`src/rtl/acc_sr_pkg.sv`:
```
package acc_sr_pkg;
  localparam int ACC_W     = 40;
  localparam int LOW_W     = 16;
  localparam int SAT_W     = 32;
  localparam int CNT_W     = 5;
  localparam int OPR_W     = 16;
  localparam int MAX_SHIFT = 16;

  typedef enum logic [1:0] {
    ST_IDLE,
    ST_SHIFT,
    ST_ROUND
  } state_e;
endpackage

```
`src/rtl/acc_sr_count.sv`:
```
module acc_sr_count
  import acc_sr_pkg::*;
#(
  parameter int CW  = CNT_W,
  parameter int RW  = OPR_W,
  parameter int MAX = MAX_SHIFT
) (
  input  logic          sel_reg_i,
  input  logic [CW-1:0] imm_i,
  input  logic [RW-1:0] reg_i,
  output logic [CW-1:0] cnt_o
);
  localparam int            RB   = CW - 1;
  localparam logic [CW-1:0] MAXV = CW'(MAX);

  logic [RW-RB-1:0] reg_unused;
  assign reg_unused = reg_i[RW-1:RB];

  always_comb begin
    if (sel_reg_i)         cnt_o = {1'b0, reg_i[RB-1:0]};
    else if (imm_i > MAXV) cnt_o = MAXV;
    else                   cnt_o = imm_i;
  end
endmodule

```
`src/rtl/acc_sr_shift.sv`:
```
module acc_sr_shift #(
  parameter int AW = 40,
  parameter int CW = 5
) (
  input  logic          clk_i,
  input  logic          rst_ni,
  input  logic          load_i,
  input  logic          step_i,
  input  logic [AW-1:0] acc_i,
  input  logic [CW-1:0] cnt_i,
  output logic [AW-1:0] val_o,
  output logic [CW-1:0] cnt_o
);
  logic [AW-1:0] val_q;
  logic [CW-1:0] cnt_q;

  always_ff @(posedge clk_i or negedge rst_ni) begin
    if (!rst_ni) begin
      val_q <= '0;
      cnt_q <= '0;
    end else if (load_i) begin
      val_q <= acc_i;
      cnt_q <= cnt_i;
    end else if (step_i) begin
      val_q <= {val_q[AW-1], val_q[AW-1:1]};  // sign kept
      cnt_q <= cnt_q - 1'b1;
    end
  end

  assign val_o = val_q;
  assign cnt_o = cnt_q;
endmodule

```
`src/rtl/acc_sr_round.sv`:
```
module acc_sr_round #(
  parameter int AW = 40,
  parameter int LW = 16,
  parameter int SW = 32
) (
  input  logic [AW-LW-1:0] hi_i,
  input  logic             rb_i,
  input  logic             sat_en_i,
  output logic [AW-1:0]    res_o,
  output logic             ovf_o,
  output logic             carry_o,
  output logic             sat_o,
  output logic             ext_o,
  output logic             zero_o,
  output logic             neg_o
);
  localparam int HW = AW - LW;
  localparam int FB = SW - 1 - LW;
  localparam logic [AW-1:0] POS_LIM =
    {{(AW-SW+1){1'b0}}, {(SW-1-LW){1'b1}}, {LW{1'b0}}};
  localparam logic [AW-1:0] NEG_LIM =
    {{(AW-SW+1){1'b1}}, {(SW-1){1'b0}}};

  logic [HW:0]   sum;
  logic [HW-FB:0] top;
  logic          fits;

  // rounding bit 15 added into the upper slice; true sign kept at bit HW
  assign sum     = {hi_i[HW-1], hi_i} + {{HW{1'b0}}, rb_i};
  assign carry_o = sum[HW] ^ hi_i[HW-1];
  assign ovf_o   = sum[HW] ^ sum[HW-1];
  assign top     = sum[HW:FB];
  assign fits    = (&top) | ~(|top);
  assign sat_o   = sat_en_i & ~fits;

  always_comb begin
    if (sat_o) res_o = sum[HW] ? NEG_LIM : POS_LIM;
    else       res_o = {sum[HW-1:0], {LW{1'b0}}};
  end

  assign ext_o  = ~((&res_o[AW-1:SW-1]) | ~(|res_o[AW-1:SW-1]));
  assign zero_o = (res_o == '0);
  assign neg_o  = res_o[AW-1];
endmodule

```
`src/rtl/acc_sr_unit.sv`:
```
module acc_sr_unit
  import acc_sr_pkg::*;
#(
  parameter int AW = ACC_W,
  parameter int LW = LOW_W,
  parameter int SW = SAT_W,
  parameter int CW = CNT_W,
  parameter int RW = OPR_W
) (
  input  logic          clk_i,
  input  logic          rst_ni,
  input  logic          start_i,
  input  logic          cnt_sel_i,
  input  logic [CW-1:0] imm_i,
  input  logic [RW-1:0] reg_i,
  input  logic          sat_en_i,
  input  logic [AW-1:0] acc_i,
  output logic [AW-1:0] acc_o,
  output logic          done_o,
  output logic          ovf_o,
  output logic          sovf_o,
  output logic          ext_o,
  output logic          carry_o,
  output logic          zero_o,
  output logic          neg_o,
  output logic          slim_o
);
  state_e        state_q;
  logic [CW-1:0] cnt_sel;
  logic [CW-1:0] sh_cnt;
  logic [AW-1:0] sh_val;
  logic          load, step, sat_q;
  logic [AW-1:0] r_res;
  logic          r_ovf, r_carry, r_sat, r_ext, r_zero, r_neg;

  assign load = (state_q == ST_IDLE) & start_i;
  assign step = (state_q == ST_SHIFT);

  acc_sr_count #(.CW(CW), .RW(RW), .MAX(MAX_SHIFT)) u_count (
    .sel_reg_i(cnt_sel_i),
    .imm_i    (imm_i),
    .reg_i    (reg_i),
    .cnt_o    (cnt_sel)
  );

  acc_sr_shift #(.AW(AW), .CW(CW)) u_shift (
    .clk_i (clk_i),
    .rst_ni(rst_ni),
    .load_i(load),
    .step_i(step),
    .acc_i (acc_i),
    .cnt_i (cnt_sel),
    .val_o (sh_val),
    .cnt_o (sh_cnt)
  );

  acc_sr_round #(.AW(AW), .LW(LW), .SW(SW)) u_round (
    .hi_i    (sh_val[AW-1:LW]),
    .rb_i    (sh_val[LW-1]),
    .sat_en_i(sat_q),
    .res_o   (r_res),
    .ovf_o   (r_ovf),
    .carry_o (r_carry),
    .sat_o   (r_sat),
    .ext_o   (r_ext),
    .zero_o  (r_zero),
    .neg_o   (r_neg)
  );

  always_ff @(posedge clk_i or negedge rst_ni) begin
    if (!rst_ni) begin
      state_q <= ST_IDLE;
      sat_q   <= 1'b0;
    end else begin
      unique case (state_q)
        ST_IDLE: if (start_i) begin
          sat_q   <= sat_en_i;
          state_q <= (cnt_sel == '0) ? ST_ROUND : ST_SHIFT;
        end
        ST_SHIFT: if (sh_cnt == CW'(1)) state_q <= ST_ROUND;
        default:  state_q <= ST_IDLE;
      endcase
    end
  end

  always_ff @(posedge clk_i or negedge rst_ni) begin
    if (!rst_ni) begin
      acc_o   <= '0;
      done_o  <= 1'b0;
      ovf_o   <= 1'b0;
      sovf_o  <= 1'b0;
      ext_o   <= 1'b0;
      carry_o <= 1'b0;
      zero_o  <= 1'b0;
      neg_o   <= 1'b0;
      slim_o  <= 1'b0;
    end else begin
      done_o <= (state_q == ST_ROUND);
      if (state_q == ST_ROUND) begin
        acc_o   <= r_res;
        ovf_o   <= r_ovf;
        sovf_o  <= sovf_o | r_ovf;
        ext_o   <= r_ext;
        carry_o <= r_carry;
        zero_o  <= r_zero;
        neg_o   <= r_neg;
        slim_o  <= slim_o | r_sat;
      end
    end
  end
endmodule

```
`config.mk`:
```
export PLATFORM = sky130hd
export DESIGN_NAME = acc_sr_unit
export DESIGN_NICKNAME = d
export VERILOG_FILES = /design/src/rtl/acc_sr_pkg.sv /design/src/rtl/acc_sr_count.sv /design/src/rtl/acc_sr_shift.sv /design/src/rtl/acc_sr_round.sv /design/src/rtl/acc_sr_unit.sv
export SDC_FILE = /design/constraint.sdc
export NUM_CORES = 1
export LEC_CHECK = 0
export BUFFER_PORTS_ARGS = -buffer_cell sky130_fd_sc_hd__buf_2
export CORE_MARGIN = 10
export CORE_UTILIZATION = 56
export CTS_CLUSTER_SIZE = 28
export DETAILED_ROUTE_END_ITERATION = 10
export GPL_TIMING_DRIVEN = 0
export HOLD_SLACK_MARGIN = 0.02
export PLACE_DENSITY = 0.79
export SYNTH_ARGS = -nofsm -noshare
export SYNTH_HDL_FRONTEND = slang
export SYNTH_HIERARCHICAL = 1
export SYNTH_SLANG_ARGS = --single-unit
```
`constraint.sdc`:
```
create_clock -name clk_i -period 4.1 [get_ports clk_i]
set_clock_uncertainty 0.05 [all_clocks]
set_input_delay 0.82 -clock clk_i [delete_from_list [all_inputs] [get_ports clk_i]]
set_output_delay 0.82 -clock clk_i [all_outputs]
set_load 0.05 [all_outputs]
```
**Word level (Yosys, flattened, before mapping)**

Index checks and enable logic that the tools add are counted.

- Register bits after elaboration: 96
- Bits in latches: 0
- RAM bits: 0
- Bits in read-only memories: 0
- Output and inout port bits: 48
- Logic and storage cells: 56
- Memories kept: 0

- Add/sub/neg operators: 2
- $mul: 0
- Divide/modulo/power cells: 0
- Magnitude comparators: 1
- Equal/unequal tests: 5
- Shift operators: 0
- Multiplexer cells: 12
- Bitwise gates (word level): 12
- Reduce and logical (&&, ||, !) cells: 10

Operator list:

| cell | count |
|---|---|
| 2-to-1 mux 40 bit | 3 |
| zero test 40 bit | 1 |
| 2-to-1 mux 39 bit | 1 |
| adder 24 x 2 -> 25 bit | 1 |
| 2-to-1 mux 5 bit | 4 |
| AND reduction 10 bit | 1 |
| OR reduction 10 bit | 1 |
| AND reduction 9 bit | 1 |
| OR reduction 9 bit | 1 |
| 2-to-1 mux 2 bit | 3 |
| == test 5 x 1 -> 1 bit (second input constant) | 1 |
| > comparator 5 bit (second input constant) | 1 |
| zero test 5 bit | 1 |
| subtractor 5 x 1 -> 5 bit (second input constant) | 1 |
| inverter 1 bit | 4 |
| OR 1 bit | 4 |
| case mux 2 bit (2 select lines) | 1 |
| AND reduction 2 bit | 2 |
| bitwise AND 1 bit | 2 |
| == test 2 x 1 -> 1 bit (second input constant) | 1 |
| == test 2 bit (second input constant) | 1 |
| zero test 2 bit | 1 |
| inequality test 2 x 1 -> 1 bit (second input constant) | 1 |
| inequality test 2 bit (second input constant) | 1 |
| other kinds (2) | 3 |

**Depth between registers and ports, before layout**

Gate-level depths: netlist (run 1).

- Depth in word-level cells: 11
- Gate-level depth with buffers: 16
- Depth with buffers taken out: 13

**By module**

The synthesis (run 1) kept the hierarchy.

Modules (own cells, without submodules):

| module | instances | cells an instance | area each (um2) | seq. area each (um2) |
|---|---|---|---|---|
| acc_sr_shift | 1 | 200 | 2118.3 | 1126.1 |
| acc_sr_unit | 1 | 115 | 1990.7 | 1276.2 |
| acc_sr_round | 1 | 201 | 1376.3 | 0.0 |
| acc_sr_count | 1 | 13 | 75.1 | 0.0 |

**Worst setup path after synthesis (run 1)**

Ideal clock, no wire load.

- Kind: reg2reg
- From: reg u_shift.val_q[24] (netlist: u_shift/val_o[24])
- To: reg acc_o[39]
- Library setup time: 0.125 ns
- Arrival time: 3.312 ns
- Path slack: 0.613 ns
- Stages on the path, launching flop included: 15
- Path buffers: 2
- Cells stage by stage: dfrtp_1 buf_4 nand3_2 or4_4 nor2_1 nand3_1 xnor2_1 inv_1 ha_1 a21boi_0 and4_1 nor3_2 a21oi_1 buf_4 mux2_2

- Longest elaborated chain between the ends: 7
- Elaborated cells between the ends (all ways): 9

Ends and longest elaborated chain:

| what | line | RTL |
|---|---|---|
| start: declaration | acc_sr_shift.sv:14 | `logic [AW-1:0] val_q;` |
| start signal: assignment | acc_sr_shift.sv:22 | `val_q <= acc_i;` |
| start signal: assignment | acc_sr_shift.sv:25 | `val_q <= {val_q[AW-1], val_q[AW-1:1]};` |
| adder 24 x 2 -> 25 bit * | acc_sr_round.sv:29 | `assign sum = {hi_i[HW-1], hi_i} + {{HW{1'b0}}, rb_i};` |
| OR reduction 10 bit | acc_sr_round.sv:33 | `assign fits = (&top) \| ~(\|top);` |
| inverter 1 bit | acc_sr_round.sv:33 |  |
| OR 1 bit | acc_sr_round.sv:33 |  |
| inverter 1 bit | acc_sr_round.sv:34 | `assign sat_o = sat_en_i & ~fits;` |
| bitwise AND 1 bit | acc_sr_round.sv:34 |  |
| 2-to-1 mux 40 bit * | acc_sr_round.sv:37 | `if (sat_o) res_o = sum[HW] ? NEG_LIM : POS_LIM;` |
| named net r_neg | acc_sr_unit.sv:34 | `logic r_ovf, r_carry, r_sat, r_ext, r_zero, r_neg;` |
| end signal: assignment | acc_sr_unit.sv:100 | `acc_o <= r_res;` |
| end: declaration | acc_sr_unit.sv:18 | `output logic [AW-1:0] acc_o,` |

Mark *: on every way through the listed nets, which the timed path passes. The rest lies on a longest branch.
A chain may end at the register's enable or synchronous reset.

**Final worst setup path (run 1)**

- From: reg u_shift.val_q[24] (netlist: u_shift/val_o[24])
- To: reg acc_o[20]

- Longest elaborated chain between the ends: 7
- Elaborated cells between the ends (all ways): 9

Ends and longest elaborated chain:

| what | line | RTL |
|---|---|---|
| adder 24 x 2 -> 25 bit * | acc_sr_round.sv:29 |  |
| OR reduction 10 bit | acc_sr_round.sv:33 |  |
| inverter 1 bit | acc_sr_round.sv:33 |  |
| OR 1 bit | acc_sr_round.sv:33 |  |
| inverter 1 bit | acc_sr_round.sv:34 |  |
| bitwise AND 1 bit | acc_sr_round.sv:34 |  |
| 2-to-1 mux 40 bit * | acc_sr_round.sv:37 |  |
| named net r_res[20] | acc_sr_unit.sv:33 | `logic [AW-1:0] r_res;` |

Marks and branches as above.

==> results.yml, run 1 <==
outcome:
  status: "finished clean"
routing:
  dr.pass1.iters: 4
  routed_wl_um: 11200
  ant_nets: 0
  avgRoutedWirePerCell_um: 16.1
  via_per_inst: 5.38
  drc: 0
  drt_iter0_drc: 124
  vias: 3740
setup_path:
  worstPathArrival_ns: 4.04
  cp_max_fo: 10
  setup.worst_path.end_class: "flip-flop"
  max_stage_delay_ns: 0.61
  cp-start-kind: "flip-flop"
  critPathKind: "reg -> reg"
  critical_path.cell_chain: "buf_4 -> nand3_2 -> or4_4 -> nor2_1 -> nand3_1 -> xnor2_2 -> inv_1 -> ha_1 -> a21boi_0 -> and4_1 -> nor3_4 -> buf_6 -> a21oi_1 -> mux2_4"
  cpMaxStageDelayCell: "or4_4"
  path_delay_family: "simple AND/OR/NAND/NOR gates"
  crit_buf_inv: 3
  critPathRequiredTime_ns: 4.28
synth:
  syn_area_sq_um: 4890
  avgSynthCellArea_sq_um: 10.5
  synthCells: 467
  ys_warn_count: 6
placed_design:
  place_ws_ns: 0.0575
  dpl.hpwl_um: 8760
  port_buffers: 85
  gp_congestion: 0.854
pwr:
  p_int_mw: 2.53
  peakVddDrop_mv: 0.391
  power_frac_clock: 0.120
  sw_frac_of_total: 0.487
  pwr_density_cell_nw_per_um2: 854
  power_frac_seq: 0.313
  p_switching_mw: 2.40
  leakagePower_nw: 2.71
  p_comb_frac: 0.566
timing:
  tns_ns: 0
  setup_slack_ns: 0.242
  relSlewSlack: 0.475
  tightestPinTransition_ns: 0.780
  hold_viol_final: 0
  max_freq_mhz: 259
  final_max_slew_viol_count: 0
  finalSetupViolations: 0
  min_period_over_period: 0.941
  rsz0062_at_grt: "false"
  period_needed_ns: 3.86
grt:
  grtUsageTotal: 0.169
  grt_pass1_wl_um: 18100
  use_met1: 0.194
  overflow: 0
  grt.busiest_layer: "met2"
  antenna_found_initial: 0
  grt_max_degree: 43
  met3_usage: 0.0483
  grt_pass1_vias: 3885
  met2_usage: 0.303
final_layout:
  most-common-layout-cells: "buf_2, dfrtp_1, nand2_1"
  drive_gt1_frac: 0.376
  layout_commonest_cell: "buf_2"
  nNetsFinal: 653
  antenna_cells: 0
  area_delta_synth_final_pct: 18.1
  utilization: 0.672
  fillerInstances: 729
floorplan:
  design.die.area_sq_um: 12900
  rows: 34
  fp.dieH_um: 113
  start_util: 0.569
  core_sq_um: 8590
  chipWidth_um: 113
  boundaryPins: 114
clock_tree:
  cts.path.max_buffers: 2
  htree_levels: 3
  cts-root-buf: "clkbuf_8"
  holdBufCountCts: 0
  cts.sinks: 81
  numCtsBuffers: 9
  clk-insertion-delay-late_ns: 0.35
  tritoncts: "done"
  clk_pin_slew_ns: 0.09
worst_hold_path:
  holdCritPathClass: "in -> async"
flow_run:
  max-cap-violations: 0
==> through the flow <==
| step | std cells | power [mW] | cell area [sq um] | hold slack, ns |
|---|---|---|---|---|
| after global routing | 695 | 5.25 | 5780 | 0.411 |
| after global placement | 675 | 4.23 | 5510 | 0.389 |
| after detailed placement | 676 | 4.32 | 5530 | 0.412 |
| after floorplan | 482 | 3.66 | 4940 | 0.474 |
| after CTS | 692 | 4.93 | 5730 | 0.405 |
| final | 695 | 4.93 | 5780 | 0.391 |
==> worst paths after layout <==
| check | cells past startpoint | from | endpoint | slack [ns] |
|---|---|---|---|---|
| setup / recovery | 14 | u_shift/val_o[24] | acc_o[20] | 0.24 |
| hold / removal | 1 | rst_ni | acc_o[4] | 0.39 |
| setup reg to reg | 14 | u_shift/val_o[24] | acc_o[20] | 0.24 |
| hold reg to reg | 1 | slim_o | slim_o | 0.43 |
| max in group asynchronous | 2 | rst_ni | acc_o[24] | 3.00 |
| min in group clk_i | 1 | slim_o | slim_o | 0.43 |
==> sequential cells by signal (all words and copies together), names as in the netlist, 2 cells and up <==
| signal | flops |
|---|---|
| state_q | 2 |
| u_shift/cnt_o | 5 |
| acc_o | 40 |
| u_shift/val_o | 25 |
==> routing by layer <==
metal  share of wire  up-vias
li1                -     1841
met1            0.42     1794
met2            0.51       96
met3           0.057        9
met4          0.0089        0
met5               0        -
==> worst reg2reg max path: cells and delay by family, from the launching register on <==
family          cells  cell delay [ns]
buf+inv             3             0.52
compound gates      2             0.20
flops               1             0.39
mux                 1             0.25
simple gates        6             1.85
fa+ha+maj           1             0.24
xor+xnor            1             0.23
==> power by group through the flow <==
stage / registers (mW) / clock network (mW) / logic [mW]
2_1_floorplan: 2.23 / 0 / 1.43
3_3_place_gp: 1.54 / 0 / 2.70
3_5_place_dp: 1.57 / 0 / 2.76
4_1_cts: 1.55 / 0.610 / 2.77
5_1_grt: 1.61 / 0.638 / 3.01
6_report: 1.55 / 0.594 / 2.79
==> what timing repair did <==
item,CTS,global route
gates resized for setup,0,3
buffers inserted,0,3
endpoints found under the setup margin,0,21
==> layout make-up <==
cell class	instances	area [sq um]	share of cell area
buffer	47	340	0.0589
clock buffer	10	138	0.0238
clock inverter	6	67.6	0.0117
inverter	12	45.0	0.00780
multi-input combinational	342	2550	0.442
sequential	81	2030	0.351
tap	108	135	0.0234
timing repair buffer	89	470	0.0815
Power figures use the tool's default switching activity.
==> inputs of run 2 (changes only) <==
Settings changed: CORE_UTILIZATION 56 to 49, CTS_CLUSTER_SIZE 28 to not set, PLACE_DENSITY 0.79 to 0.71.
==> run 2 against run 1 <==
Effect of this change: highest routed layer unchanged; maximum frequency decreased by 0.76%; utilization decreased by 7.7 points; clock power decreased by 8.1%; total power decreased by 0.81%; global-route usage decreased by 0.19 points; worst setup slack got worse by 0.030 ns; via count increased by 2.0%.
==> results.yml, run 2 (same netlist as run 1, synthesis figures left out) <==
outcome:
  status: "finished clean"
pwr:
  pwr_density_cell_nw_per_um2: 845
  power_mw: 4.90
  peakVddDrop_mv: 0.468
  leakagePower_nw: 2.71
routing:
  dr.pass1.iters: 4
  ant_nets: 0
  drt_iter0_drc: 202
  avgRoutedWirePerCell_um: 16.2
  via_per_inst: 5.30
  vias: 3815
  drc: 0
  routed_wl_um: 11700
final_layout:
  most-common-layout-cells: "buf_2, dfrtp_1, nand2_1"
  layout_commonest_cell: "buf_2"
  nNetsFinal: 653
  drive_gt1_frac: 0.376
  largest_register_ffs: 40
  antenna_cells: 0
  area_delta_synth_final_pct: 18.5
  top_register: "acc_o"
setup_path:
  reg2reg_from: "u_shift/val_o[24]"
  cpMaxStageDelayCell: "or4_4"
  critPathRequiredTime_ns: 4.29
  rrSetupSlack_ns: 0.21
  max_stage_delay_ns: 0.61
  reg2reg_to: "acc_o[20]"
  reg2reg_depth: 14
  worstPathArrival_ns: 4.08
  setup.worst_path.end_class: "flip-flop"
  cp-start-kind: "flip-flop"
  critPathKind: "reg -> reg"
  critical_path.cell_chain: "buf_4 -> nand3_2 -> or4_4 -> nor2_1 -> nand3_1 -> xnor2_2 -> inv_1 -> ha_1 -> a21boi_0 -> and4_1 -> nor3_4 -> buf_6 -> a21oi_1 -> mux2_4"
  cp_max_fo: 10
  crit_cells: 14
  path_delay_family: "simple AND/OR/NAND/NOR gates"
  crit_buf_inv: 3
flow_run:
  max-cap-violations: 0
timing:
  final_max_slew_viol_count: 0
  finalSetupViolations: 0
  setup_slack_ns: 0.212
  tns_ns: 0
  rsz0062_at_grt: "false"
  period_needed_ns: 3.89
  min_period_over_period: 0.948
  hold_viol_final: 0
  relSlewSlack: 0.493
  tightestPinTransition_ns: 0.754
  max_freq_mhz: 257
grt:
  grt_max_degree: 48
  overflow: 0
  grtUsageTotal: 0.167
  grt_pass1_vias: 4031
  grt_pass1_wl_um: 19700
  antenna_found_initial: 0
clock_tree:
  cts-root-buf: "clkbuf_8"
  cts.sinks: 81
  tritoncts: "done"
  cts.path.max_buffers: 2
  clk-insertion-delay-late_ns: 0.36
  htree_levels: 3
  holdBufCountCts: 0
  numCtsBuffers: 9
  clk_pin_slew_ns: 0.08
floorplan:
  chipWidth_um: 120
  fp.dieH_um: 120
  core_sq_um: 9730
  boundaryPins: 114
  rows: 36
  start_util: 0.502
  design.die.area_sq_um: 14400
placed_design:
  gp_congestion: 0.896
  port_buffers: 85
  dpl.hpwl_um: 9090
  place_ws_ns: 0.0609
worst_hold_path:
  holdCritPathClass: "in -> async"
## run 2: final cells by class
| class | count | area, sq um |
|---|---|---|
| fill | 897 | 3940 |
| multi-input combinational | 342 | 2550 |
| sequential | 81 | 2030 |
| timing repair buffer | 89 | 478 |
| buffer | 47 | 340 |
| tap | 133 | 166 |
| clock buffer | 11 | 151 |
| inverter | 12 | 45.0 |
| clock inverter | 5 | 30.0 |
## run 2: report_power, final
| group | internal (mW) | switching (mW) |
|---|---|---|
| logic | 1.06 | 1.75 |
| registers | 1.18 | 0.372 |
| clock network | 0.250 | 0.296 |
| total | 2.48 | 2.41 |
## run 2: metrics by stage
step,instance area [sq um],hold WS (ns),std cells,utilization
finish,5790,0.365,720,0.595
global route,5790,0.376,720,0.595
CTS,5750,0.369,717,0.591
detailed placement,5570,0.409,701,0.572
global placement,5540,0.391,700,0.569
floorplan,4940,0.474,482,-
## run 2: how the worst max path moves through the flow
stage	start	to	slack, ns
floorplan	u_shift/val_o[24]	acc_o[39]	0.61
detailed placement	u_shift/val_o[24]	acc_o[39]	0.06
global route	u_shift/val_o[24]	acc_o[20]	0.03
global placement	u_shift/val_o[24]	acc_o[39]	0.06
CTS	u_shift/val_o[24]	acc_o[39]	0.03
finish	u_shift/val_o[24]	acc_o[20]	0.21
## run 2: timing repair
action / CTS / global route
buffers inserted: 0 / 3
gates resized for setup: 0 / 3
setup endpoints to repair: 0 / 21
## run 2: routing by layer
layer / vias to the layer above / GRT usage / share of wire
met3: 21 / 0.0431 / 0.053
met4: 0 / 0.0626 / 0.022
met5: - / 0 / 0
met1: 1854 / 0.200 / 0.43
li1: 1841 / - / -
met2: 99 / 0.281 / 0.49
## run 2: worst register-to-register path, delay by kind of cell, from the launching register on
family                   cells  cell delay, ns
flip-flops                   1            0.39
adder cells (fa/ha/maj)      1            0.25
AO/OA/AOI/OAI                2            0.22
buffers and inverters        3            0.53
multiplexers                 1            0.26
XOR/XNOR                     1            0.25
AND/OR/NAND/NOR              6            1.83
==> inputs of run 3 (changes only) <==
Settings changed: CORE_UTILIZATION 49 to 30, GPL_ROUTABILITY_DRIVEN set to 0, PLACE_DENSITY 0.71 to 0.47.
==> run 3 against run 2 <==
Effect of this change: critical path depth unchanged; sequential cell count unchanged; utilization down 22 points; non-clock buffer count unchanged; wire length up 6.7%; first-iteration DRC count up 10%; critical path type unchanged; largest power group unchanged.
==> results.yml, run 3 (same netlist as run 1, synthesis figures left out) <==
timing:
  finalSetupViolations: 0
  min_period_over_period: 0.946
  tightestPinTransition_ns: 0.754
  fin_hold_ws_ns: 0.399
  hold_viol_final: 0
  relSlewSlack: 0.493
  max_freq_mhz: 258
  period_needed_ns: 3.88
  final_max_slew_viol_count: 0
  rsz0062_at_grt: "false"
final_layout:
  design_area_sq_um: 6010
  utilization: 0.377
  antenna_cells: 0
  most-common-layout-cells: "buf_2, dfrtp_1, nand2_1"
  largest_register_ffs: 40
  area_delta_synth_final_pct: 22.9
  top_register: "acc_o"
  fin_cells: 803
  drive_gt1_frac: 0.376
  layout_commonest_cell: "buf_2"
  nNetsFinal: 653
setup_path:
  reg2reg_to: "acc_o[20]"
  reg2reg_from: "u_shift/val_o[24]"
  endpoint: "acc_o[20]"
  worstPathArrival_ns: 4.06
  setup.worst_path.end_class: "flip-flop"
  critPathKind: "reg -> reg"
  cp_max_fo: 10
  cp-start-kind: "flip-flop"
  crit_start: "u_shift/val_o[24]"
  rrSetupSlack_ns: 0.22
  critPathRequiredTime_ns: 4.28
  reg2reg_depth: 14
clock_tree:
  cts-root-buf: "clkbuf_16"
  clk_pin_slew_ns: 0.07
  holdBufCountCts: 0
  tritoncts: "done"
  cts.path.max_buffers: 2
  htree_levels: 3
  cts.sinks: 81
  clk-insertion-delay-late_ns: 0.35
  numCtsBuffers: 9
floorplan:
  chipWidth_um: 148
  core_sq_um: 15900
  boundaryPins: 114
  rows: 46
  fp.dieH_um: 148
  start_util: 0.307
  design.die.area_sq_um: 21800
routing:
  dr.pass1.iters: 4
  drc: 0
  routed_wl_um: 12500
  avgRoutedWirePerCell_um: 15.5
  via_per_inst: 4.67
  vias: 3751
  drt_iter0_drc: 223
  ant_nets: 0
grt:
  grt_pass1_wl_um: 20800
  grt_pass1_vias: 3980
  use_met1: 0.145
  met2_usage: 0.191
  antenna_found_initial: 0
  grtUsageTotal: 0.119
  grt.busiest_layer: "met2"
  overflow: 0
  grt_max_degree: 44
  met3_usage: 0.0455
pwr:
  pwr_density_cell_nw_per_um2: 862
  peakVddDrop_mv: 0.425
  leakagePower_nw: 2.75
worst_hold_path:
  holdCritPathClass: "in -> async"
placed_design:
  dp_cells: 784
  port_buffers: 85
  dpl.hpwl_um: 9800
  place_area_sq_um: 5660
flow_run:
  max-cap-violations: 0
outcome:
  status: "finished clean"
run 3: changes by cell type in the layout (fill, tap and decap cells not counted), sizes merged:
cell | before | now
clkinvlp | 2 | 3
bufinv | 0 | 1
clkinv | 3 | 1
inv | 12 | 14
clkbuf | 22 | 20
run 3: routing by layer:
metal	vias to the layer above	share of wire
met1	1800	0.46
met3	9	0.066
li1	1847	-
met5	-	0
met4	0	0.014
met2	95	0.46
run 3: power by group:
group / switching (mW) / internal, mW / total [mW]
Sequential: 0.378 / 1.18 / 1.56
Clock: 0.352 / 0.477 / 0.829
Combinational: 1.74 / 1.05 / 2.79
Total: 2.47 / 2.71 / 5.18
run 3: cell type report:
type / instances / area (sq um)
well taps: 216 / 270
plain buffers: 47 / 340
flip-flops and latches: 81 / 2030
repair buffers: 89 / 470
inverters: 12 / 45.0
clock buffers: 9 / 225
multi-input cells: 342 / 2550
clock inverters: 7 / 78.8
fillers: 1639 / 9930
run 3: critical path: stages, from the launching register on:
cell and delay (ns):
dfrtp_1 0.39, buf_4 0.19, nand3_2 0.17, or4_4 0.61, nor2_1 0.29, nand3_1 0.17, xnor2_2 0.23, inv_1 0.13
ha_1 0.25, a21boi_0 0.15, and4_1 0.28, nor3_4 0.33, buf_6 0.21, a21oi_1 0.06, mux2_4 0.26
run 3: worst min path at each step:
stage | endpoint | startpoint | slack (ns)
floorplan | acc_o[0] | rst_ni | 0.47
global placement | slim_o | slim_o | 0.39
detailed placement | sovf_o | sovf_o | 0.40
CTS | acc_o[6] | rst_ni | 0.41
global route | sovf_o | sovf_o | 0.42
finish | acc_o[6] | rst_ni | 0.40
run 3: repair_timing:
item,in CTS,in global routing
endpoints found under the hold margin,0,0
setup endpoints to repair,1,17
pin swaps,0,1
gates resized for setup,1,2
buffers inserted,0,3
run 3: stage by stage:
step                power [mW]  setup TNS [ns]  setup slack [ns]
floorplan                 3.66               0             0.613
global placement          4.31               0            0.0139
detailed placement        4.36         -0.0296           -0.0296
CTS                       5.22               0            0.0454
global route              5.56               0            0.0137
finish                    5.18               0             0.221
